**src/rtl/aclk_pkg.sv**
```systemverilog
package aclk_pkg;

  // Effective master-to-bit ratio: extended field wins when nonzero.
  function automatic int unsigned ratio_of(input int unsigned code,
                                           input int unsigned ext_m1);
    if (ext_m1 != 0) return ext_m1 + 1;
    return 1 << code;
  endfunction

  // Number of leading units spent low (bit) or high (frame).
  function automatic int unsigned half_of(input int unsigned n);
    return n >> 1;
  endfunction

endpackage

```
**src/rtl/aclk_ratio_sel.sv**
```systemverilog
module aclk_ratio_sel #(
  parameter int POW_W = 2,
  parameter int EXT_W = 6,
  parameter int RAT_W = EXT_W + 1
) (
  input  logic [POW_W-1:0] pow2_code,
  input  logic [EXT_W-1:0] ext_m1,
  output logic [RAT_W-1:0] ratio,
  output logic             is_unity
);
  always_comb begin
    ratio    = RAT_W'(aclk_pkg::ratio_of(int'(pow2_code), int'(ext_m1)));
    is_unity = (ratio == RAT_W'(1));
  end
endmodule

```
**src/rtl/aclk_bit_div.sv**
```systemverilog
module aclk_bit_div #(
  parameter int RAT_W = 7
) (
  input  logic             clk_m,
  input  logic             rst_n,
  input  logic             run,
  input  logic [RAT_W-1:0] ratio,
  input  logic             is_unity,
  output logic             bit_stb,
  output logic             bit_last,
  output logic             bclk_raw
);
  logic [RAT_W-1:0] cnt_q;
  logic [RAT_W-1:0] half;

  always_comb begin
    half     = RAT_W'(aclk_pkg::half_of(int'(ratio)));
    bit_last = (cnt_q == ratio - RAT_W'(1));
    bit_stb  = run && (cnt_q == '0);
    if (!run)          bclk_raw = 1'b0;
    else if (is_unity) bclk_raw = clk_m;
    else               bclk_raw = (cnt_q >= half);
  end

  always_ff @(posedge clk_m or negedge rst_n) begin
    if (!rst_n)        cnt_q <= '0;
    else if (!run)     cnt_q <= '0;
    else if (bit_last) cnt_q <= '0;
    else               cnt_q <= cnt_q + RAT_W'(1);
  end

  // with ratio above one, strobes never fall on adjacent cycles
  a_r5_stb_spacing: assert property (@(posedge clk_m) disable iff (!rst_n)
    (bit_stb && !is_unity && run) |=> !bit_stb);
endmodule

```
**src/rtl/aclk_frame_div.sv**
```systemverilog
module aclk_frame_div #(
  parameter int FRM_W = 12
) (
  input  logic             clk_m,
  input  logic             rst_n,
  input  logic             run,
  input  logic             bit_last,
  input  logic [FRM_W-1:0] frame_m1,
  output logic             fclk_raw,
  output logic             frame_zero
);
  localparam int LEN_W = FRM_W + 1;
  logic [FRM_W-1:0] cnt_q;
  logic [LEN_W-1:0] frame_len;
  logic [LEN_W-1:0] high_bits;

  always_comb begin
    frame_len  = {1'b0, frame_m1} + LEN_W'(1);
    high_bits  = LEN_W'(aclk_pkg::half_of(int'(frame_len)));
    fclk_raw   = run && ({1'b0, cnt_q} < high_bits);
    frame_zero = (cnt_q == '0);
  end

  always_ff @(posedge clk_m or negedge rst_n) begin
    if (!rst_n)         cnt_q <= '0;
    else if (!run)      cnt_q <= '0;
    else if (bit_last)  cnt_q <= (cnt_q == frame_m1) ? '0 : cnt_q + FRM_W'(1);
  end
endmodule

```
**src/rtl/aud_sclk_gen.sv**
```systemverilog
module aud_sclk_gen #(
  parameter int POW_W = 2,
  parameter int EXT_W = 6,
  parameter int FRM_W = 12
) (
  input  logic             clk_m,
  input  logic             rst_n,
  input  logic             div_en,
  input  logic [POW_W-1:0] div_pow2,
  input  logic [EXT_W-1:0] div_ext_m1,
  input  logic [FRM_W-1:0] frame_len_m1,
  input  logic             bclk_inv,
  input  logic             fclk_inv,
  output logic             bclk_o,
  output logic             fclk_o,
  output logic             bit_stb_o
);
  localparam int RAT_W = EXT_W + 1;

  logic             run_q;
  logic [RAT_W-1:0] ratio;
  logic             is_unity;
  logic             bit_stb;
  logic             bit_last;
  logic             bclk_raw;
  logic             fclk_raw;
  logic             frame_zero;

  always_ff @(posedge clk_m or negedge rst_n) begin
    if (!rst_n) run_q <= 1'b0;
    else        run_q <= div_en;
  end

  aclk_ratio_sel #(.POW_W(POW_W), .EXT_W(EXT_W), .RAT_W(RAT_W)) u_ratio (
    .pow2_code(div_pow2), .ext_m1(div_ext_m1),
    .ratio(ratio), .is_unity(is_unity));

  aclk_bit_div #(.RAT_W(RAT_W)) u_bit (
    .clk_m(clk_m), .rst_n(rst_n), .run(run_q), .ratio(ratio),
    .is_unity(is_unity), .bit_stb(bit_stb), .bit_last(bit_last),
    .bclk_raw(bclk_raw));

  aclk_frame_div #(.FRM_W(FRM_W)) u_frame (
    .clk_m(clk_m), .rst_n(rst_n), .run(run_q), .bit_last(bit_last),
    .frame_m1(frame_len_m1), .fclk_raw(fclk_raw), .frame_zero(frame_zero));

  assign bclk_o    = bclk_raw ^ bclk_inv;
  assign fclk_o    = fclk_raw ^ fclk_inv;
  assign bit_stb_o = bit_stb;

  // stopped outputs rest at the polarity levels
  a_r1_idle_levels: assert property (@(posedge clk_m) disable iff (!rst_n)
    !run_q |-> (!bit_stb_o && (fclk_o == fclk_inv)));

  // first running cycle opens a bit period
  a_r7_first_strobe: assert property (@(posedge clk_m) disable iff (!rst_n)
    $rose(run_q) |-> bit_stb_o);

  // re-enable restarts the frame counter from zero
  a_r10_restart_zero: assert property (@(posedge clk_m) disable iff (!rst_n)
    $rose(run_q) |-> frame_zero);

  // the frame clock moves only at a bit-period start
  a_r6_frame_on_strobe: assert property (@(posedge clk_m) disable iff (!rst_n)
    (run_q && $past(run_q) && !bit_stb) |-> $stable(fclk_raw));
endmodule

```
**config.mk**
```make
export PLATFORM = sky130hd
export DESIGN_NAME = aud_sclk_gen
export DESIGN_NICKNAME = d
export VERILOG_FILES = /design/src/rtl/aclk_pkg.sv /design/src/rtl/aclk_ratio_sel.sv /design/src/rtl/aclk_bit_div.sv /design/src/rtl/aclk_frame_div.sv /design/src/rtl/aud_sclk_gen.sv
export SDC_FILE = /design/constraint.sdc
export NUM_CORES = 1
export LEC_CHECK = 0
export BUFFER_PORTS_ARGS = -buffer_cell sky130_fd_sc_hd__buf_2
export CAP_MARGIN = 10
export CORE_ASPECT_RATIO = 1.5
export CORE_MARGIN = 8
export CORE_UTILIZATION = 57
export CTS_CLUSTER_DIAMETER = 150
export DETAILED_ROUTE_END_ITERATION = 16
export PLACE_DENSITY = 0.8
export SYNTH_ARGS = -nofsm -noshare
export SYNTH_HDL_FRONTEND = slang
export SYNTH_SLANG_ARGS = --single-unit
export TNS_END_PERCENT = 1
```
**constraint.sdc**
```tcl
create_clock -name clk_m -period 7.25 [get_ports clk_m]
set_input_delay 0.725 -clock clk_m [delete_from_list [all_inputs] [get_ports clk_m]]
set_output_delay 0.725 -clock clk_m [all_outputs]
set_load 0.01 [all_outputs]
```
==> flow_metrics.tcl, run 1 <==
set metrics [dict create \
    gr-usage-all-layers_pct 17.80 \
    tns_ns 0 \
    antenna_cells 0 \
    dpl.cell_count 316 \
    drt_iter0_drc 81 \
    crit_path_end "bclk_o" \
    r2r_end "u_frame.cnt_q[8]" \
    ys_warn_count 0 \
    regToRegStartpoint "u_bit.cnt_q[5]" \
    power-per-cell-area_nw_per_um2 135.2 \
    tightest_slew_ns 0.4489 \
    ys.flop_type "dfrtp_1" \
    crit_path_start "clk_m" \
    io_pins 28 \
    cap_violations 0 \
    fin_cells 323 \
    rsz0062_at_grt "no" \
    synth_edf_count 0 \
    final_layout_size_suffix_gt1_share_pct 16.43 \
    hold_buffers 0 \
    hold_class "in2async" \
    die_area_um2 6005 \
    worstRegToRegCells 6 \
    die_y_um 90.99 \
    cts_tree "yes" \
    cp.required_ns 6.52 \
    crit_fanout 2 \
    synth_area_leaders "dfrtp_1 (23%), ha_1 (15%), xnor2_1 (12%)" \
    syn_area_um2 2137 \
    synth-seq-area-share_pct 23.42 \
    via_count 1909 \
    setup.worst_path.class "clk2out" \
    gr-total-overflow 0 \
    skew_ns 0.005684 \
    power_leakage_nw 1.090 \
    start_kind "clock port" \
    synth.top_cell.area_share_pct 23.42 \
    yosysUniqueCellTypes 42 \
    first_pass_iters 4 \
    die_w_um 66.00 \
    synth_top_cell_by_area "dfrtp_1" \
    outcome "finished, final reports clean" \
    port_buffers 27 \
    fp-row-count 27 \
    ff_latch_area_um2 500.5 \
    core_um2 3649 \
    cts-resized-gates 0 \
    synth.avg_cell_area_um2 8.617 \
    setup_viol 0 \
    timing.final.max_slew_violations 0 \
    vias_per_cell 5.910 \
    synth-seq-cells 20 \
    multi_input_area_um2 1579 \
    setup_ws_ns 2.151 \
    async_flop_share_pct 100.0 \
    wl_mm 4.816 \
    crit_path_end_kind "output pin" \
    grt_max_degree 21 \
    critPathArrivalTime_ns 4.37 \
    syn2layout_area_growth_pct 13.11 \
    ant_nets 0 \
    grt_antenna_before_repair 0 \
    hold_viol_final 0 \
    path_clk_slew_ns 0.08 \
    place_ws_ns 2.439 \
    hpwl_mm 3.843 \
    mostFrequentLayoutCell "xnor2_1" \
    ir_drop_uv 113.1 \
    wire_per_inst_um 14.91 \
    gp_congestion 0.8496 \
    drc 0 \
    clock_latency_ns 0.37 \
    grt_pass1_wl_mm 8.687 \
    slew_headroom_pct 69.97 \
    syn_inst 248 \
    final_cell_mix "xnor2_1 (30), buf_2 (27), ha_1 (25)" \
    nNetsFinal 331 \
    post_cts_buffers 0 \
    regToRegSetupSlack_ns 4.90 \
    synth_fp_nets 298 \
    start_util_pct 58.57 \
    grt_pass1_vias 2043 \
    fillers 320 \
]
-- power by group --
group	switching, mW	total [mW]	internal (mW)
clock	0.0482	0.133	0.0845
sequential	0.00340	0.117	0.114
combinational	0.0432	0.0770	0.0338
total	0.0948	0.327	0.232
-- registers in the layout, summed over array words and instances, names as in the netlist --
register       cells
u_frame.cnt_q     12
u_bit.cnt_q        7
run_q              1
-- through the flow --
stage                     power (mW)  hold WS, ns  area (um2)  util [%]
after floorplan               0.1707       0.4294        2137         -
after global placement        0.1958       0.4796        2321     63.61
after detailed placement      0.1983       0.4816        2321     63.61
after CTS                     0.3305       0.3006        2417     66.26
after global routing          0.3431       0.3296        2417     66.26
final                         0.3267       0.2856        2417     66.26
-- metal layers --
metal	vias up	track usage (%)	part of all wire, %
li1	950	-	-
met1	890	18.26	39
met2	51	30.78	52
met3	18	3.075	3.9
met4	0	13.24	5.0
met5	-	0	0
-- worst min path at each step --
stage | slack [ns] | cells after the start | to | startpoint
floorplan | 0.43 | 0 | run_q | rst_n
global placement | 0.48 | 1 | u_bit.cnt_q[0] | u_bit.cnt_q[0]
detailed placement | 0.48 | 1 | u_bit.cnt_q[0] | u_bit.cnt_q[0]
CTS | 0.30 | 1 | u_frame.cnt_q[2] | rst_n
global route | 0.33 | 1 | run_q | rst_n
finish | 0.29 | 1 | run_q | rst_n
-- critical path: stages --
cell	delay (ns)
clkbuf_8	0.11
clkbuf_8	0.12
o21ai_0	0.16
a21oi_1	0.07
xor2_1	0.14
buf_2	0.15
-- final cells by class --
| class | instances | area share, % |
|---|---|---|
| tap | 43 | 2.226 |
| inverter | 12 | 1.863 |
| timing repair buffer | 27 | 5.694 |
| multi-input combinational | 213 | 65.32 |
| clock buffer | 8 | 4.193 |
| sequential | 20 | 20.70 |
-- cells by family (layout without fill, tap and decap cells) --
| family | after synthesis | count (layout) | share of synthesized area, % |
|---|---|---|---|
| and+or+nand+nor | 96 | 96 | 25.47 |
| xor gates and xnor gates | 46 | 46 | 19.50 |
| AOI/OAI and AO/OA | 44 | 44 | 13.35 |
| adders and majority gates | 25 | 25 | 14.64 |
| DFF | 20 | 20 | 23.42 |
| buffers and inverters | 15 | 47 | 2.693 |
| muxes | 2 | 2 | 0.9368 |
-- Yosys cell counts, types with 2 or more instances --
| master | n |
|---|---|
| xnor2_1 | 30 |
| ha_1 | 25 |
| nor2_1 | 21 |
| dfrtp_1 | 20 |
| nand3_1 | 18 |
| xor2_1 | 15 |
| nand2_1 | 14 |
| a21oi_1 | 12 |
| inv_1 | 12 |
| o21ai_0 | 11 |
| a21o_1 | 7 |
| and3_1 | 7 |
| nand2b_1 | 7 |
| nand4_1 | 6 |
| or4b_1 | 5 |
| nor3_1 | 4 |
| a211o_1 | 2 |
| and2_1 | 2 |
| clkbuf_1 | 2 |
| mux2i_1 | 2 |
| o21a_1 | 2 |
| o22ai_1 | 2 |
| o31ai_1 | 2 |
| or2_2 | 2 |
Note: power is estimated with default switching activity, not from simulation.
==> run 2: changes to the inputs <==
--- a/config.mk
+++ b/config.mk
@@ -5,6 +5,7 @@
 export SDC_FILE = /design/constraint.sdc
 export NUM_CORES = 1
 export LEC_CHECK = 0
+export ABC_AREA = 1
 export BUFFER_PORTS_ARGS = -buffer_cell sky130_fd_sc_hd__buf_2
 export CAP_MARGIN = 10
 export CORE_ASPECT_RATIO = 1.5
@@ -12,7 +13,7 @@
 export CORE_UTILIZATION = 57
 export CTS_CLUSTER_DIAMETER = 150
 export DETAILED_ROUTE_END_ITERATION = 16
-export PLACE_DENSITY = 0.8
+export PLACE_DENSITY = 0.79
 export SYNTH_ARGS = -nofsm -noshare
 export SYNTH_HDL_FRONTEND = slang
 export SYNTH_SLANG_ARGS = --single-unit
==> constraint.sdc (replaced) <==
create_clock -name clk_m -period 5 [get_ports clk_m]
set_input_delay 0.5 -clock clk_m [delete_from_list [all_inputs] [get_ports clk_m]]
set_output_delay 0.5 -clock clk_m [all_outputs]
set_load 0.01 [all_outputs]
==> flow_metrics.tcl, run 2 <==
set metrics [dict create \
    vias_per_cell 5.486 \
    fin_area_um2 2818 \
    synth_top_cell_by_area "dfrtp_1" \
    yosysMostFrequentCell "nand2_1" \
    fp-row-count 30 \
    outcome "finished, final reports clean" \
    ff_latch_area_um2 500.5 \
    post_cts_buffers 0 \
    start_util_pct 57.82 \
    cap_violations 0 \
    postLayoutCoreUtil_pct 63.62 \
    grt_max_degree 21 \
    drc 0 \
    max_stage_delay_ns 0.17 \
    io_pins 28 \
    synth_edf_count 0 \
    hpwl_mm 4.982 \
    synth-seq-cells 20 \
    die_area_um2 6938 \
    fin_cells 455 \
    hold_buffers 0 \
    critPathBufInv 8 \
    grt_antenna_before_repair 0 \
    mostFrequentLayoutCell "nand2_1" \
    syn2layout_area_growth_pct 10.01 \
    setup_viol 0 \
    post_dp_cell_area_um2 2698 \
    ys_warn_count 0 \
    r2r_end "u_frame.cnt_q[10]" \
    cp_slowest_cell "clkbuf_8" \
    critical_path.cell_chain "clkbuf_8 > clkbuf_8 > clkbuf_8 > clkbuf_8 > inv_1 > o21ai_0 > clkbuf_8 > clkbuf_8 > nand2_1 > nand2_1 > nand2_1 > buf_2" \
    crit_path_end_kind "output pin" \
    wl_mm 5.988 \
    die_y_um 98.10 \
    synth-seq-area-share_pct 19.54 \
    yosysUniqueCellTypes 32 \
    largest_register "u_frame.cnt_q" \
    fillers 434 \
    regToRegSetupSlack_ns 3.22 \
    ir_drop_uv 129.4 \
    ys.flop_type "dfrtp_1" \
    antenna_cells 0 \
    gp_congestion 0.8648 \
    finalPower_mw 0.4683 \
    dpl.cell_count 445 \
    gr-usage-all-layers_pct 17.99 \
    start_kind "clock port" \
    multi_input_area_um2 1807 \
    largest_register_ffs 12 \
    rsz0062_at_grt "no" \
    grt_pass1_wl_mm 10.29 \
    first_pass_iters 6 \
    timing.final.max_slew_violations 0 \
    critPathMostFrequentCell "clkbuf_8" \
    fin_hold_ws_ns 0.1639 \
    syn_inst 377 \
    wire_per_inst_um 13.16 \
    async_flop_share_pct 100.0 \
    cts_tree "yes" \
    worstRegToRegCells 11 \
    slew_headroom_pct 40.84 \
    setup.worst_path.class "clk2out" \
    cts-resized-gates 0 \
    place_ws_ns 1.602 \
    reg.largest.list "u_frame.cnt_q (12), u_bit.cnt_q (7), run_q (1)" \
    die_w_um 70.73 \
    skew_ns 0.008635 \
    setup_ws_ns 0.7519 \
    crit_path_end "bclk_o" \
    hold_viol_final 0 \
    path_clk_slew_ns 0.09 \
    hold_class "in2async" \
    regToRegStartpoint "u_frame.cnt_q[1]" \
    syn_area_um2 2561 \
    tns_ns 0 \
    clock_latency_ns 0.27 \
    nNetsFinal 457 \
    grt_pass1_vias 2509 \
    tightest_slew_ns 0.8874 \
    synth_fp_nets 427 \
    port_buffers 27 \
    yosys-top-cells-count "nand2_1 (90), inv_1 (48), nand3_1 (48)" \
    synth.avg_cell_area_um2 6.794 \
    final_cell_mix "nand2_1 (90), inv_1 (48), nand3_1 (48)" \
    power-per-cell-area_nw_per_um2 166.2 \
    cpLargestDelayFamily "buffers and inverters" \
    gr-total-overflow 0 \
    crit_fanout 13 \
    cp.required_ns 4.50 \
    final_layout_size_suffix_gt1_share_pct 16.71 \
    via_count 2496 \
    drt_iter0_drc 137 \
    core_um2 4429 \
    critPathArrivalTime_ns 3.75 \
    power_leakage_nw 1.541 \
    cp.depth 12 \
    crit_path_start "clk_m" \
    synth_area_leaders "dfrtp_1 (20%), nand2_1 (13%), ha_1 (12%)" \
    synth.top_cell.area_share_pct 19.54 \
    ant_nets 0 \
]
## run 2: cell type report
cell class	count	area share [%]
Multi-Input combinational cell	298	64.12
Timing Repair Buffer	26	4.618
Tap cell	48	2.131
Sequential cell	20	17.76
Clock inverter	2	0.3552
Clock buffer	10	4.218
Inverter	51	6.794
## run 2: power breakdown
part           leakage (nW)  switching [mW]  internal (mW)  total, mW
Sequential            0.275         0.00803          0.164      0.172
Combinational          1.18          0.0777         0.0466      0.124
Clock                0.0829          0.0722         0.0993      0.171
## run 2: cells by family (layout without fill, tap and decap cells)
group | after synthesis | count (layout) | share of synthesized area (%)
AO/OA/AOI/OAI | 21 | 21 | 4.690
flip-flops | 20 | 20 | 19.54
buffers and inverters | 59 | 89 | 9.916
adder cells (fa/ha/maj) | 25 | 25 | 12.21
XOR/XNOR | 33 | 33 | 11.28
AND/OR/NAND/NOR | 219 | 219 | 42.35
## run 2: layer usage
layer  vias to the layer above  share of wire [%]  track usage, %
li1                       1274                  -               -
met1                      1144                 36           15.75
met2                        55                 57           35.91
met3                        23                3.4           2.974
met4                         0                4.0           10.95
met5                         -                  0               0
## run 2: worst min path at each step
| stage | startpoint | end | slack [ns] | depth (start not counted) |
|---|---|---|---|---|
| 3_5_place_dp | rst_n | u_frame.cnt_q[7] | 0.48 | 1 |
| 5_1_grt | rst_n | u_bit.cnt_q[4] | 0.20 | 1 |
| 2_1_floorplan | rst_n | run_q | 0.20 | 0 |
| 3_3_place_gp | rst_n | u_bit.cnt_q[4] | 0.47 | 1 |
| 6_report | rst_n | u_bit.cnt_q[6] | 0.16 | 1 |
| 4_1_cts | rst_n | u_frame.cnt_q[7] | 0.18 | 1 |
